==> src/rtl/hc_pkg.sv <==
// Package hc_pkg
// Holds the default sizes shared by the router and its sub-blocks.
// Assumes a binary cube in which every node carries an address of
// DEF_DIM bits and owns one link per axis.
package hc_pkg;
    localparam int DEF_DIM = 3;
    localparam int DEF_PW  = 16;
endpackage

==> src/rtl/hc_axis_pick.sv <==
// Module hc_axis_pick
// Takes the difference vector (node XOR destination). Returns a one-hot
// vector that marks its lowest set bit, and a flag that is high when the
// vector is zero. Purely combinational.
// Assumes W >= 1.
module hc_axis_pick #(
    parameter int W = hc_pkg::DEF_DIM
) (
    input  logic [W-1:0] diff,
    output logic [W-1:0] sel,
    output logic         zero
);
    // seen[i] is high when any bit below position i is set
    logic [W:0] seen;
    assign seen[0] = 1'b0;

    genvar i;
    generate
        for (i = 0; i < W; i++) begin : g_prefix
            // a bit wins only if no lower bit has won already
            assign sel[i]    = diff[i] & ~seen[i];
            assign seen[i+1] = seen[i] | diff[i];
        end
    endgenerate

    // zero difference means the message is home
    assign zero = ~seen[W];
endmodule

==> src/rtl/hc_out_port.sv <==
// Module hc_out_port
// A single registered output port. When take is high, it captures the
// destination and payload and raises valid for one cycle. Without take,
// valid goes low and the captured fields hold their values.
// Assumes a synchronous, active-low reset.
module hc_out_port #(
    parameter int AW = hc_pkg::DEF_DIM,
    parameter int PW = hc_pkg::DEF_PW
) (
    input  logic          clk,
    input  logic          rst_n,
    input  logic          take,
    input  logic [AW-1:0] dest_i,
    input  logic [PW-1:0] data_i,
    output logic          valid_o,
    output logic [AW-1:0] dest_o,
    output logic [PW-1:0] data_o
);
    // valid follows take with one cycle of delay
    always_ff @(posedge clk) begin
        if (!rst_n) valid_o <= 1'b0;
        else        valid_o <= take;
    end

    // capture the message fields on the cycle the port is chosen
    always_ff @(posedge clk) begin
        if (!rst_n) begin
            dest_o <= '0;
            data_o <= '0;
        end else if (take) begin
            dest_o <= dest_i;
            data_o <= data_i;
        end
    end
endmodule

==> src/rtl/hc_router.sv <==
// Module hc_router
// Next-hop router for one node of a binary cube of dimension DIM. It
// forms node_addr XOR in_dest and sends the message out on the link of
// the lowest differing axis. When the two addresses match, it delivers
// the message to the local port instead. Every output is registered, so
// a hop costs one cycle. The node has no link-level flow control, so
// every message is accepted on the cycle it arrives.
module hc_router #(
    parameter int DIM = hc_pkg::DEF_DIM,
    parameter int PW  = hc_pkg::DEF_PW
) (
    input  logic               clk,
    input  logic               rst_n,
    input  logic [DIM-1:0]     node_addr,
    input  logic               in_valid,
    input  logic [DIM-1:0]     in_dest,
    input  logic [PW-1:0]      in_data,
    output logic [DIM-1:0]     link_valid,
    output logic [DIM*DIM-1:0] link_dest,
    output logic [DIM*PW-1:0]  link_data,
    output logic               loc_valid,
    output logic [DIM-1:0]     loc_dest,
    output logic [PW-1:0]      loc_data
);
    localparam int AW = DIM;

    logic [AW-1:0]  diff;
    logic [DIM-1:0] pick;
    logic           at_home;

    // one bit is set for every axis on which the addresses differ
    assign diff = node_addr ^ in_dest;

    hc_axis_pick #(.W(DIM)) u_pick (
        .diff (diff),
        .sel  (pick),
        .zero (at_home)
    );

    genvar g;
    generate
        for (g = 0; g < DIM; g++) begin : g_link
            // link g carries messages whose lowest differing axis is g
            hc_out_port #(.AW(AW), .PW(PW)) u_link (
                .clk     (clk),
                .rst_n   (rst_n),
                .take    (in_valid & pick[g]),
                .dest_i  (in_dest),
                .data_i  (in_data),
                .valid_o (link_valid[g]),
                .dest_o  (link_dest[g*AW +: AW]),
                .data_o  (link_data[g*PW +: PW])
            );
        end
    endgenerate

    // local delivery port for messages that have arrived
    hc_out_port #(.AW(AW), .PW(PW)) u_local (
        .clk     (clk),
        .rst_n   (rst_n),
        .take    (in_valid & at_home),
        .dest_i  (in_dest),
        .data_i  (in_data),
        .valid_o (loc_valid),
        .dest_o  (loc_dest),
        .data_o  (loc_data)
    );

    // a message that has arrived goes to the local port with its payload
    a_r2_local_delivery: assert property (@(posedge clk) disable iff (!rst_n)
        (in_valid && in_dest == node_addr) |=>
            (loc_valid && link_valid == '0 && loc_data == $past(in_data)));

    // the emitted link lies on an axis that actually differed
    a_r3_axis_differs: assert property (@(posedge clk) disable iff (!rst_n)
        (in_valid && in_dest != node_addr) |=>
            (!loc_valid && (link_valid & ~$past(node_addr ^ in_dest)) == '0));

    // an accepted message raises exactly one output
    a_r5_exactly_one: assert property (@(posedge clk) disable iff (!rst_n)
        in_valid |=> ($countones({link_valid, loc_valid}) == 1));

    // no input means no output
    a_r6_idle_silent: assert property (@(posedge clk) disable iff (!rst_n)
        !in_valid |=> (link_valid == '0 && !loc_valid));

    // the outputs are never valid on more than one port at once
    a_r5_onehot_out: assert property (@(posedge clk) disable iff (!rst_n)
        $onehot0({link_valid, loc_valid}));
endmodule

==> config.mk <==
export PLATFORM = sky130hd
export DESIGN_NAME = hc_router
export DESIGN_NICKNAME = d
export VERILOG_FILES = /design/src/rtl/hc_pkg.sv /design/src/rtl/hc_axis_pick.sv /design/src/rtl/hc_out_port.sv /design/src/rtl/hc_router.sv
export SDC_FILE = /design/constraint.sdc
export NUM_CORES = 1
export LEC_CHECK = 0
export ABC_AREA = 1
export BUFFER_PORTS_ARGS = -buffer_cell sky130_fd_sc_hd__buf_2
export CORE_ASPECT_RATIO = 1.75
export CORE_MARGIN = 1
export CORE_UTILIZATION = 25
export DETAILED_ROUTE_END_ITERATION = 8
export GPL_TIMING_DRIVEN = 1
export HOLD_SLACK_MARGIN = 0.06
export PLACE_DENSITY = 0.56
export SLEW_MARGIN = 20
export SYNTH_ARGS = -nofsm -noshare
export SYNTH_HDL_FRONTEND = slang
export SYNTH_SLANG_ARGS = --single-unit
==> constraint.sdc <==
create_clock -name clk -period 1.5 [get_ports clk]
set_clock_uncertainty 0.1 [all_clocks]
set_input_delay 0.075 -clock clk [delete_from_list [all_inputs] [get_ports clk]]
set_output_delay 0.075 -clock clk [all_outputs]
set_load 0.005 [all_outputs]
==> results.sh <==
export IMPL_cts_clk_slew_worst_paths_ns=0.07
export IMPL_layout_commonest_cell="nor2_1"
export IMPL_path_class="input port to flip-flop"
export IMPL_fp_dieW_um=88.3
export IMPL_wl_mm=10.5
export IMPL_yosysWarnings=0
export IMPL_placed_area_um2=3880
export IMPL_layout_drive_gt1_share_pct=27.8
export IMPL_fmax_mhz=692
export IMPL_cts_buffers_inserted=9
export IMPL_nets=602
export IMPL_p_leak_nw=2.28
export IMPL_worstPathArrival_ns=1.57
export IMPL_fin_crit_sh_pct=96.3
export IMPL_clockRootBuffer="clkbuf_16"
export IMPL_die_area_um2=13500
export IMPL_ys_seq_area_share_pct=49.1
export IMPL_core_region_area_um2=12600
export IMPL_antenna_found_initial=0
export IMPL_worst_path_max_fanout=10
export IMPL_grt_max_degree=72
export IMPL_fin_setup_tns_ns=0
export IMPL_syn_inst=449
export IMPL_setup_viol=0
export IMPL_hpwl_mm=6.60
export IMPL_total_power_mw=5.46
export IMPL_finalMaxSlewViolations=0
export IMPL_slew_headroom_pct=63.8
export IMPL_ios=105
export IMPL_worst_slack_ns=0.0552
export IMPL_end_kind="flip-flop"
export IMPL_num_rows=54
export IMPL_drt_iter0_drc=188
export IMPL_startpoint_type="input port"
export IMPL_rsz0062_at_grt="no"
export IMPL_cts_htree_levels=3
export IMPL_cts_tree="done"
export IMPL_ant_nets=0
export IMPL_max_cap_violations=0
export IMPL_tightest_slew_ns=0.542
export IMPL_drc_errors=0
export IMPL_port_buffer_count=104
export IMPL_grt_pass1_wl_mm=15.0
export IMPL_critPathMaxStageDelay_ns=0.54
export IMPL_postLayoutCellArea_um2=4730
export IMPL_clock_latency_ns=0.33
export IMPL_crit_required_ns=1.63
export IMPL_min_period_ns=1.44
export IMPL_critical_path_slowest_cell="dlygate4sd3_1"
export IMPL_dr_pass1_iters=5
export IMPL_areaGrowthSynthToFinish_pct=45.2
export IMPL_syn_avg_cell_area_um2=7.26
export IMPL_grt_pass1_vias=2944
export IMPL_placement_setup_worst_slack_ns=0.207
export IMPL_yosysUniqueCellTypes=20
export IMPL_via_per_inst=4.41
export IMPL_clockBufferDepth=2
export IMPL_detail_route_wl_per_cell_um=14.0
export IMPL_hold_class="input port to flip-flop"
export IMPL_crit_chain="dlygate4sd3_1 > buf_2 > inv_2 > nand2_1 > nand2_1 > nor2_4 > buf_12 > clkbuf_16 > a21oi_1 > nor2_1"
export IMPL_powerDensity_nw_per_um2=1150
export IMPL_hold_viol_final=0
export IMPL_vias=3311
export IMPL_fp_dieH_um=153
export IMPL_num_antenna_cells=0
export IMPL_cpMostUsedCell="nand2_1"
export IMPL_cts_sinks=80
export IMPL_grt_usage_pct=14.5
export IMPL_ys_ff_latch=80
export IMPL_r2r_cells=2
export IMPL_initial_core_util_pct=25.9
export IMPL_status="complete, no violations"
export IMPL_synth_fp_nets=474
export IMPL_whs_path_depth=4
export IMPL_grt_ovfl_total=0
export IMPL_mostFrequentLayoutCells="114 x nor2_1, 103 x buf_2, 80 x dfxtp_1"
export IMPL_synth_area_um2=3260
export IMPL_gp_congestion=0.842
export IMPL_ir_worst_vdd_mv=0.681
==> metal layers <==
metal | part of all wire (%) | track usage (%) | vias to the layer above | wire (um)
li1 | - | - | 1672 | -
met1 | 41 | 18.1 | 1518 | 4270
met2 | 52 | 23.1 | 101 | 5490
met3 | 4.4 | 3.02 | 20 | 468
met4 | 2.9 | 7.37 | 0 | 304
met5 | 0 | 0 | - | 0
==> timing repair <==
item,4_1_cts,5_1_grt
hold buffers,27,0
resized for setup,0,18
buffers inserted,0,4
endpoints found under the hold margin,67,0
setup endpoints to repair,0,56
==> sequential cells by signal, summed over array words and instances (netlist names) <==
signal	flops
u_local.data_o	16
g_link.u_link.valid_o	3
u_local.valid_o	1
g_link.u_link.data_o	48
g_link.u_link.dest_o	9
u_local.dest_o	3
==> worst max-delay path: cells and delay by family <==
family          cells  cell delay (ns)
buf+inv             5             1.09
simple gates        4             0.27
compound gates      1             0.14
==> per-stage QoR <==
stage	instances	hold WS [ns]	util [%]
after global routing	750	0.166	37.7
after CTS	738	0.147	35.5
final	750	0.154	37.7
after global placement	695	0.246	30.9
after detailed placement	695	0.257	30.9
after floorplan	449	0.118	-
==> power by group <==
part,switching (mW),internal (mW),total [mW]
Combinational,0.492,0.417,0.910
Sequential,0.0687,2.25,2.32
Clock,0.923,1.31,2.23
Total,1.48,3.98,5.46
==> layout make-up <==
| class | instances | area [um2] |
|---|---|---|
| multi-input cells | 308 | 1380 |
| well taps | 168 | 210 |
| clock buffers | 9 | 225 |
| clock inverters | 7 | 81.3 |
| flip-flops and latches | 80 | 1600 |
| inverters | 26 | 103 |
| fillers | 1361 | 7840 |
| repair buffers | 152 | 1130 |
==> cell usage after synthesis, drive strengths merged <==
master    n  area [um2]
xnor2     1        8.76
nand3    58         300
dfxtp    80        1600
nand2    74         283
a21oi    40         200
inv      26         100
nor2    117         452
o21ai    18        90.1
clkbuf    5        18.8
buf      30         205
==> cells by family after synthesis <==
group           synth area share [%]
simple gates                    31.7
compound gates                  8.91
flops                           49.1
xor+xnor                       0.269
buf+inv                         9.94
==> worst paths after layout <==
check                           slack (ns)                       start                          to
worst max register to register        0.78  g_link[0].u_link.data_o[8]  g_link[0].u_link.data_o[8]
worst min-delay path                  0.15                       rst_n          u_local.data_o[13]
worst max-delay path                  0.06                  in_dest[2]           u_local.data_o[1]
worst min register to register        0.38  g_link[1].u_link.dest_o[1]  g_link[1].u_link.dest_o[1]
Power figures use the tool's default switching activity.
